===== src/rtl/rarb_pkg.sv =====
package rarb_pkg;
  typedef enum logic {ROT_RIGHT = 1'b0, ROT_LEFT = 1'b1} rot_dir_e;
endpackage


===== src/rtl/rarb_rotate.sv =====
module rarb_rotate
  import rarb_pkg::*;
#(
  parameter int       N   = 10,
  parameter rot_dir_e DIR = ROT_RIGHT,
  localparam int      IW  = $clog2(N)
) (
  input  logic [N-1:0]  din,
  input  logic [IW-1:0] amt,
  output logic [N-1:0]  dout
);
  localparam int DW = 2 * N;
  logic [DW-1:0] dbl;
  logic [DW-1:0] shifted;

  assign dbl = {din, din};

  generate
    if (DIR == ROT_RIGHT) begin : g_right
      // bit i of the result takes din[(i + amt) mod N]
      assign shifted = dbl >> amt;
      assign dout    = shifted[N-1:0];
    end else begin : g_left
      // bit i of the result takes din[(i - amt) mod N]
      assign shifted = dbl << amt;
      assign dout    = shifted[DW-1:N];
    end
  endgenerate
endmodule


===== src/rtl/rarb_lowest_pick.sv =====
module rarb_lowest_pick #(
  parameter int N = 10
) (
  input  logic [N-1:0] din,
  output logic [N-1:0] onehot,
  output logic         empty
);
  always_comb begin
    onehot = '0;
    for (int i = N - 1; i >= 0; i--) begin
      if (din[i]) onehot = N'(1) << i;
    end
  end
  assign empty = ~|din;
endmodule


===== src/rtl/rotating_arbiter.sv =====
module rotating_arbiter
  import rarb_pkg::*;
#(
  parameter int  N  = 10,
  localparam int IW = $clog2(N)
) (
  input  logic [N-1:0]  req,
  input  logic [IW-1:0] prio_idx,
  output logic [N-1:0]  grant,
  output logic          idle
);
  logic [IW-1:0] start_pos;
  logic [N-1:0]  aligned;
  logic [N-1:0]  picked;

  // indices past the last requester fold to position 0
  assign start_pos = ({1'b0, prio_idx} >= (IW+1)'(N)) ? '0 : prio_idx;

  rarb_rotate #(.N(N), .DIR(ROT_RIGHT)) u_align (
    .din (req),
    .amt (start_pos),
    .dout(aligned)
  );

  rarb_lowest_pick #(.N(N)) u_pick (
    .din   (aligned),
    .onehot(picked),
    .empty (idle)
  );

  rarb_rotate #(.N(N), .DIR(ROT_LEFT)) u_restore (
    .din (picked),
    .amt (start_pos),
    .dout(grant)
  );
endmodule


===== config.mk =====
export PLATFORM = sky130hd
export DESIGN_NAME = rotating_arbiter
export DESIGN_NICKNAME = d
export VERILOG_FILES = /design/src/rtl/rarb_pkg.sv /design/src/rtl/rarb_rotate.sv /design/src/rtl/rarb_lowest_pick.sv /design/src/rtl/rotating_arbiter.sv
export SDC_FILE = /design/constraint.sdc
export NUM_CORES = 1
export LEC_CHECK = 0
export BUFFER_PORTS_ARGS = -buffer_cell sky130_fd_sc_hd__clkbuf_2
export CAP_MARGIN = 30
export CORE_MARGIN = 5
export CORE_UTILIZATION = 60
export DETAILED_ROUTE_END_ITERATION = 6
export GPL_ROUTABILITY_DRIVEN = 0
export MAX_ROUTING_LAYER = met4
export PLACE_DENSITY_LB_ADDON = 0.15
export SLEW_MARGIN = 20
export SYNTH_ARGS = -nofsm -noshare
export SYNTH_HDL_FRONTEND = slang
export SYNTH_SLANG_ARGS = --single-unit
export TNS_END_PERCENT = 100

===== constraint.sdc =====
create_clock -name vclk -period 3.81
set_input_delay 0.381 -clock vclk [all_inputs]
set_output_delay 0.381 -clock vclk [all_outputs]
set_load 0.05 [all_outputs]

## Yosys cells after proc, flatten, opt, wreduce, memory -nomap -nowiden

Cells that the tools add are included.

- Bits in registers: 0
- Input port bits: 14
- Output and inout port bits: 11
- Word-level logic and storage cells: 16

- $lt $le $gt $ge: 1
- Shift operators: 2
- Mux-type cells: 11
- Reduce and logical (&&, ||, !) cells: 2

Operators by type and width:

| cell | count |
|---|---|
| 2-to-1 mux 10 bit | 10 |
| << shifter 20 x 4 -> 20 bit | 1 |
| >> shifter 20 x 4 -> 10 bit | 1 |
| OR reduction 10 bit | 1 |
| >= comparator 4 bit, second input constant | 1 |
| 2-to-1 mux 4 bit | 1 |
| logical NOT 1 bit | 1 |

## Logic depth before layout (Yosys ltp)

Gate-level depths: netlist of the first run.

- Depth in word-level cells: 14
- Mapped depth: 12
- Mapped depth without buffers: 9

## By module

From an unflattened synthesis of the first run, not the netlist that was laid out.

- Cell total of the unflattened synthesis: 199
- Area total of the unflattened synthesis: 1,736.7 sq um

By module, submodules not included:

| module | instances | cells an instance | area each (sq um) | sequential area each (sq um) |
|---|---|---|---|---|
| rarb_rotate (u_align) | 1 | 87 | 798.3 | 0.0 |
| rarb_rotate (u_restore) | 1 | 90 | 740.7 | 0.0 |
| rarb_lowest_pick | 1 | 17 | 161.4 | 0.0 |
| rotating_arbiter | 1 | 5 | 36.3 | 0.0 |

## Least setup slack after synthesis of the first run

OpenSTA, ideal clock, no wires.

- Kind: input -> output
- From: input port prio_idx[0]
- To: output port grant[0]
- Data arrival time: 3.418 ns
- Required time: 3.429 ns
- Path slack: 0.011 ns
- Stages on the path: 11
- Path buffers: 2
- Cells stage by stage: buf_6 > buf_6 > mux2_1 > o32ai_1 > nor3_1 > or3_1 > or3_1 > a21oi_1 > a21o_1 > o21ai_2 > o31ai_1

- Cells in the longest elaborated chain, start to end: 14

Ends and longest elaborated chain:

| what | line | source |
|---|---|---|
| from (decl) | rotating_arbiter.sv:8 | `input logic [IW-1:0] prio_idx,` |
| >= comparator 4 bit | rotating_arbiter.sv:17 | `assign start_pos = ({1'b0, prio_idx} >= (IW+1)'(N)) ? '0 : prio_idx;` |
| 2-to-1 mux 4 bit (*) | rotating_arbiter.sv:17 |  |
| >> shifter 20 x 4 -> 10 bit | rarb_rotate.sv:21 | `assign shifted = dbl >> amt;` |
| 2-to-1 mux 10 bit (10 in a row) | rarb_lowest_pick.sv:11 | `if (din[i]) onehot = N'(1) << i;` |
| << shifter 20 x 4 -> 20 bit (*) | rarb_rotate.sv:25 | `assign shifted = dbl << amt;` |
| to (decl) | rotating_arbiter.sv:9 | `output logic [N-1:0] grant,` |

Every way passes the cells marked *; elsewhere a longest branch is shown, timed or not.

## Worst setup path after layout of the first run

Ends and elaborated chain as after synthesis.

==> results of run 1 <==
[tightest hold or removal path, stage by stage]
cell	delay [ps]
clkbuf_2	130
buf_4	200
o31ai_1	100
clkbuf_4	210
[repair_timing]
action	CTS	global route
hold buffers	0	0
endpoints found under the setup margin	0	8
resized for setup	0	13
[power by group]
part / total (uW) / leakage, uW / switching (uW) / internal (uW)
Sequential: 0 / 0 / 0 / 0
Clock: 0 / 0 / 0 / 0
Combinational: 304 / 0.000611 / 194 / 110
[worst paths after layout]
path	slack [ps]	from	cells after the start	to
worst max-delay path	110	prio_idx[0]	12	grant[0]
worst min-delay path	1410	prio_idx[3]	4	grant[0]
[cell usage after synthesis, drive strengths merged, types with 2 or more instances]
library cell / instances
nor3: 21
nor2: 20
a21oi: 18
mux2: 15
buf: 13
nand2: 12
o21ai: 11
nand3: 9
o32ai: 9
clkbuf: 8
o31ai: 7
mux2i: 6
a221oi: 5
nand3b: 5
or3: 5
a211oi: 3
and2: 3
nand2b: 3
nor2b: 3
o221ai: 3
o22ai: 3
a21o: 2
a22oi: 2
nand4: 2
o2111ai: 2
o211ai: 2
or2: 2
or4: 2
[per-stage QoR]
| stage | utilization [%] | setup WS (ps) | area [um^2] | setup TNS [ps] |
|---|---|---|---|---|
| 6_report | 69.63 | 109.5 | 1678 | 0 |
| 5_1_grt | 69.63 | -38.65 | 1678 | -95.83 |
| 4_1_cts | 67.55 | 101.1 | 1628 | 0 |
| 3_5_place_dp | 67.55 | 108.1 | 1628 | 0 |
| 3_3_place_gp | 67.55 | 214.0 | 1628 | 0 |
| 2_1_floorplan | - | 10.58 | 1483 | 0 |
[layout make-up]
cell class / count / share of cell area, %
Inverter: 1 / 0.2237
Tap cell: 30 / 2.237
Multi-Input combinational cell: 188 / 82.33
Timing Repair Buffer: 40 / 15.21
[routing by layer]
| metal | global-route usage (%) | vias up |
|---|---|---|
| li1 | - | 872 |
| met1 | 40.15 | 892 |
| met2 | 46.45 | 161 |
| met3 | 3.240 | 30 |
| met4 | 6.962 | 0 |
| met5 | - | - |
[cells by family after synthesis]
logic type,share of synthesized area (%)
AOI/OAI and AO/OA,41.94
buffers and inverters,10.04
muxes,15.70
and+or+nand+nor,32.32
==> impl_metrics.ini, run 1 <==
[logic_synthesis]
syn_inst = 210
ys_warn_count = 0
synth_area_leader_cell = mux2_2
synth_seq_area_share_pct = 0
synthDominantCellAreaShare_pct = 8.354
syn_nets = 224
syn_area_per_cell_um2 = 7.060
synthTopCellsByArea = mux2_2, nor3_1, o32ai_2, a21oi_1, buf_6
netlist_area_um2 = 1483
synthDistinctLibCells = 57

[sta]
fin_crit_ps = 3700
finalSetupViolCount = 0
period_share_pct = 97.13
hold-worst-slack_ps = 1406
hold_viol_final = 0
slew_violations = 0
worst_pin_slew_ps = 650.9
relSlewSlack_pct = 56.45
fmaxAchievable_mhz = 270.2

[clock_tree]
cts_setup_buffers = 0

[power]
power.leakage_uw = 0.0006108
irDropWorstVdd_mv = 0.1175
p_total_uw = 303.7
power.density_nw_per_um2 = 181.0

[finish]
multi_input_area_um2 = 1381
fin_nets = 245
regArea_um2 = 0
diodes = 0
area_delta_synth_final_pct = 13.16
nClkBuffers = 0
seq_cells = 0
final_layout_size_suffix_gt1_share_pct = 34.06
stdcell_count = 259
most-common-layout-cells = nor3_1, nor2_1, clkbuf_2, a21oi_1, buf_4
fillers = 207

[run_status]
violations = DRC
status = complete, but fails checks

[detailed_routing]
wl_per_cell_um = 19.81
first_pass_iters = 7
wl_um = 5131
antenna_left = 0
wl_met2_um = 2297
drt_iter0_drc = 248
top_layer_used = met4
met1_length_um = 1989
wl_met3_um = 670
drc = 16
detailroute.via_count = 1955
viasPerCell = 7.548

[placed_design]
dp_cells = 259
portBuffers = 25
dpl.hpwl_um = 3907

[global_route]
grt_overflow = 0
grt_max_degree = 15
grt_pass1_wl_um = 8093
grt_pass1_vias = 1726
track_usage_pct = 29.49
antenna_found_initial = 0

[worst_setup_path]
slowest_delay_ps = 430
timing.critical_path.buf_inv = 3
critPathSlowestCell = a221oi_2
startpoint_type = input port
cp.arrival_ps = 3320
worstSetupPathType = input port to primary output
crit_chain = clkbuf_2 -> buf_4 -> mux2_2 -> o32ai_2 -> nor2_1 -> a221oi_2 -> nand3_2 -> or2_4 -> o21ai_4 -> o21ai_2 -> o31ai_1 -> clkbuf_4
worstPathMaxFanout = 14
cp-end-kind = primary output
critical-path-top-delay-family = compound AO/OA/AOI/OAI gates
cp.required_ps = 3430

[die]
dieWidth_um = 59.71
coreArea_um2 = 2410
start_util_pct = 61.53
die_area_um2 = 3565
num_rows = 18
num_io_pins = 25
fp.dieH_um = 59.71

[job]
drv_cap = 0

[hold_path]
min_path_type = input port to primary output
No activity file was read; power rests on OpenSTA's default activity.
==> run 2, diff against run 1 <==
--- a/config.mk
+++ b/config.mk
@@ -5,10 +5,10 @@
 export SDC_FILE = /design/constraint.sdc
 export NUM_CORES = 1
 export LEC_CHECK = 0
-export BUFFER_PORTS_ARGS = -buffer_cell sky130_fd_sc_hd__clkbuf_2
+export BUFFER_PORTS_ARGS = -buffer_cell sky130_fd_sc_hd__buf_2
 export CAP_MARGIN = 30
 export CORE_MARGIN = 5
-export CORE_UTILIZATION = 60
+export CORE_UTILIZATION = 55
 export DETAILED_ROUTE_END_ITERATION = 6
 export GPL_ROUTABILITY_DRIVEN = 0
 export MAX_ROUTING_LAYER = met4
==> constraint.sdc (replaced) <==
create_clock -name vclk -period 3
set_input_delay 0.3 -clock vclk [all_inputs]
set_output_delay 0.3 -clock vclk [all_outputs]
set_load 0.05 [all_outputs]
==> run 2 against run 1 <==
Net effect:
- the flow now stops in clock tree synthesis
- synthesized cell count unchanged
- synthesized area unchanged
==> impl_metrics.ini, run 2 <==
[run_status]
status = aborted with a tool error
haltStage = clock tree synthesis
error_message = [ERROR DPL-0033] detailed placement checks failed during check placement.

[logic_synthesis]
syn_area_per_cell_um2 = 7.060
synth_area_leader_cell = mux2_2
synthDistinctLibCells = 57
synthDominantCellAreaShare_pct = 8.354
synth_compound_area_share_pct = 41.94
synth_seq_area_share_pct = 0
ys_warn_count = 0
synth_top_family_by_area = compound AO/OA/AOI/OAI gates
synthAdderAreaFrac_pct = 0
syn_inst = 210
netlist_area_um2 = 1483
synth_mux_area_share_pct = 15.70
synth_top_cells_by_count = nor3_1, nor2_1, a21oi_1, nand2_1, mux2_2
syn_nets = 224
yosysMostFrequentCell = nor3_1
synth-xor-area-share_pct = 0
synthTopCellsByArea = mux2_2, nor3_1, o32ai_2, a21oi_1, buf_6
yosys.area_share.simple_pct = 32.32

[die]
fp.dieH_um = 61.92
num_rows = 18
num_io_pins = 25
dieWidth_um = 61.92
start_util_pct = 58.78

[clock_tree]
ctsResizeCount = 69
cts_setup_buffers = 4
cts_hold_buffers = 0

[placed_design]
dpl.hpwl_um = 4999
portBuffers = 25
-- run 2: cell counts after synthesis --
Identical to the previous run, type by type.
-- run 2: cell families after synthesis --
logic type             Yosys count
AOI/OAI and AO/OA               76
buffers and inverters           22
muxes                           21
and+or+nand+nor                 91
-- run 2: metrics by stage --
| stage | cells | util [%] | instance area [um^2] | worst slack, ps | setup TNS, ps |
|---|---|---|---|---|---|
| after detailed placement | 315 | 84.28 | 2126 | -431.0 | -3547 |
| after global placement | 315 | 84.28 | 2126 | -268.2 | -2074 |
| after floorplan | 210 | - | 1575 | -235.8 | -558.0 |
==> run 3, diff against run 2 <==
--- a/config.mk
+++ b/config.mk
@@ -8,10 +8,9 @@
 export BUFFER_PORTS_ARGS = -buffer_cell sky130_fd_sc_hd__buf_2
 export CAP_MARGIN = 30
 export CORE_MARGIN = 5
-export CORE_UTILIZATION = 55
+export CORE_UTILIZATION = 40
 export DETAILED_ROUTE_END_ITERATION = 6
 export GPL_ROUTABILITY_DRIVEN = 0
-export MAX_ROUTING_LAYER = met4
 export PLACE_DENSITY_LB_ADDON = 0.15
 export SLEW_MARGIN = 20
 export SYNTH_ARGS = -nofsm -noshare
==> constraint.sdc (replaced) <==
create_clock -name vclk -period 3.9
set_input_delay 0.39 -clock vclk [all_inputs]
set_output_delay 0.39 -clock vclk [all_outputs]
set_load 0.05 [all_outputs]
==> run 3 against run 2 <==
Net effect:
- the flow now finishes without violations
==> impl_metrics.ini, run 3 (synthesis gave the netlist of run 1 again) <==
[sta]
slew_violations = 0
fmaxAchievable_mhz = 263.8
worst_pin_slew_ps = 558.0
relSlewSlack_pct = 62.80
fin_crit_ps = 3791
hold-worst-slack_ps = 1424
period_share_pct = 97.20
finalSetupViolCount = 0
rsz0062_at_grt = false
fin_tns_setup_ps = 0
hold_viol_final = 0

[clock_tree]
cts_hold_buffers = 0

[detailed_routing]
detailroute.via_count = 1862
antenna_left = 0
wl_um = 4922
drc = 0
drt_iter0_drc = 257
first_pass_iters = 5
viasPerCell = 6.746
wl_per_cell_um = 17.83

[hold_path]
min_path_type = input port to primary output
hp-start = prio_idx[3]
worstHoldEndpoint = grant[8]
whs_path_depth = 4

[finish]
diodes = 0
fillers = 388
regArea_um2 = 0
final_util_pct = 45.21
final_common_cell = buf_2
fin_nets = 244
final_layout_size_suffix_gt1_share_pct = 31.14
seq_cells = 0
nClkBuffers = 0
area_delta_synth_final_pct = 10.80
multi_input_area_um2 = 1349
design_area_um2 = 1643
most-common-layout-cells = buf_2, nor3_1, nor2_1, a21oi_1, buf_4

[die]
num_io_pins = 25
start_util_pct = 40.81
fp.dieH_um = 70.88
die_area_um2 = 5024
dieWidth_um = 70.88
coreArea_um2 = 3633
num_rows = 22

[power]
power.leakage_uw = 0.0005951
irDropWorstVdd_mv = 0.07525
p_int_uw = 100.1
seqPwrFrac_pct = 0
power_frac_comb_pct = 100.0
switching_share_pct = 64.20
power.density_nw_per_um2 = 170.2
clkPwrFrac_pct = 0
switchingPower_uw = 179.6

[global_route]
track_usage_pct = 18.83
globalRouteMet2Util_pct = 32.03
grt_max_degree = 19
grt_pass1_wl_um = 8162
grt_use_met3_pct = 1.278
grt.busiest_layer = met2
antenna_found_initial = 0
met1_usage_pct = 26.35
grt_overflow = 0
grt_pass1_vias = 1703

[placed_design]
portBuffers = 25
placed_cell_area_um2 = 1628
dpl.hpwl_um = 3879

[worst_setup_path]
startpoint_type = input port
cp-end-kind = primary output
worstPathMaxFanout = 18
worstSetupPathType = input port to primary output
cp.arrival_ps = 3400
cp.required_ps = 3510

[job]
drv_cap = 0

[run_status]
status = complete, no violations
## run 3: area by class of cell
| type | count | area share, % |
|---|---|---|
| inverter | 1 | 0.2285 |
| multi-input combinational | 188 | 82.10 |
| tap | 48 | 3.656 |
| timing repair buffer | 39 | 14.01 |
## run 3: what timing repair did
action | 4_1_cts | 5_1_grt
resized for setup | 0 | 2
setup buffers | 0 | 0
hold endpoints to repair | 0 | 0
endpoints found under the setup margin | 0 | 9
## run 3: routing by layer
metal  wire [um]  vias to the layer above
li1            -                      873
met1        2149                      878
met2        2287                      101
met3         412                       10
met4          73                        0
met5           0                        -
## run 3: worst max-delay path by stage
stage | slack, ps | cells past startpoint | to | from
final | 110 | 11 | grant[4] | prio_idx[0]
after global routing | 3 | 12 | grant[4] | prio_idx[1]
after CTS | 160 | 11 | grant[4] | prio_idx[0]
after detailed placement | 170 | 11 | grant[1] | prio_idx[0]
after global placement | 200 | 11 | grant[4] | prio_idx[0]
after floorplan | 80 | 11 | grant[0] | prio_idx[0]
## run 3: power groups by stage
| stage | Combinational [uW] | Sequential [uW] | Clock [uW] |
|---|---|---|---|
| after detailed placement | 273 | 0 | 0 |
| final | 280 | 0 | 0 |
| after floorplan | 212 | 0 | 0 |
| after global placement | 276 | 0 | 0 |
| after CTS | 274 | 0 | 0 |
| after global routing | 301 | 0 | 0 |
## run 3: worst max-delay path, cell delays in order
cell	delay (ps)
buf_2	300
nand2b_2	260
o32ai_1	480
nor3_1	140
or3_1	420
or3_1	330
a21oi_1	270
a21o_1	180
o21ai_2	60
a221oi_2	260
buf_2	300
## run 3: through the flow
stage               setup slack (ps)  instances  power (uW)
finish                         109.2        276       279.7
detailed placement             174.0        276       272.7
CTS                            163.4        276       274.0
global placement               202.5        276       276.4
global route                   3.329        276       301.0
floorplan                      82.58        210       212.2
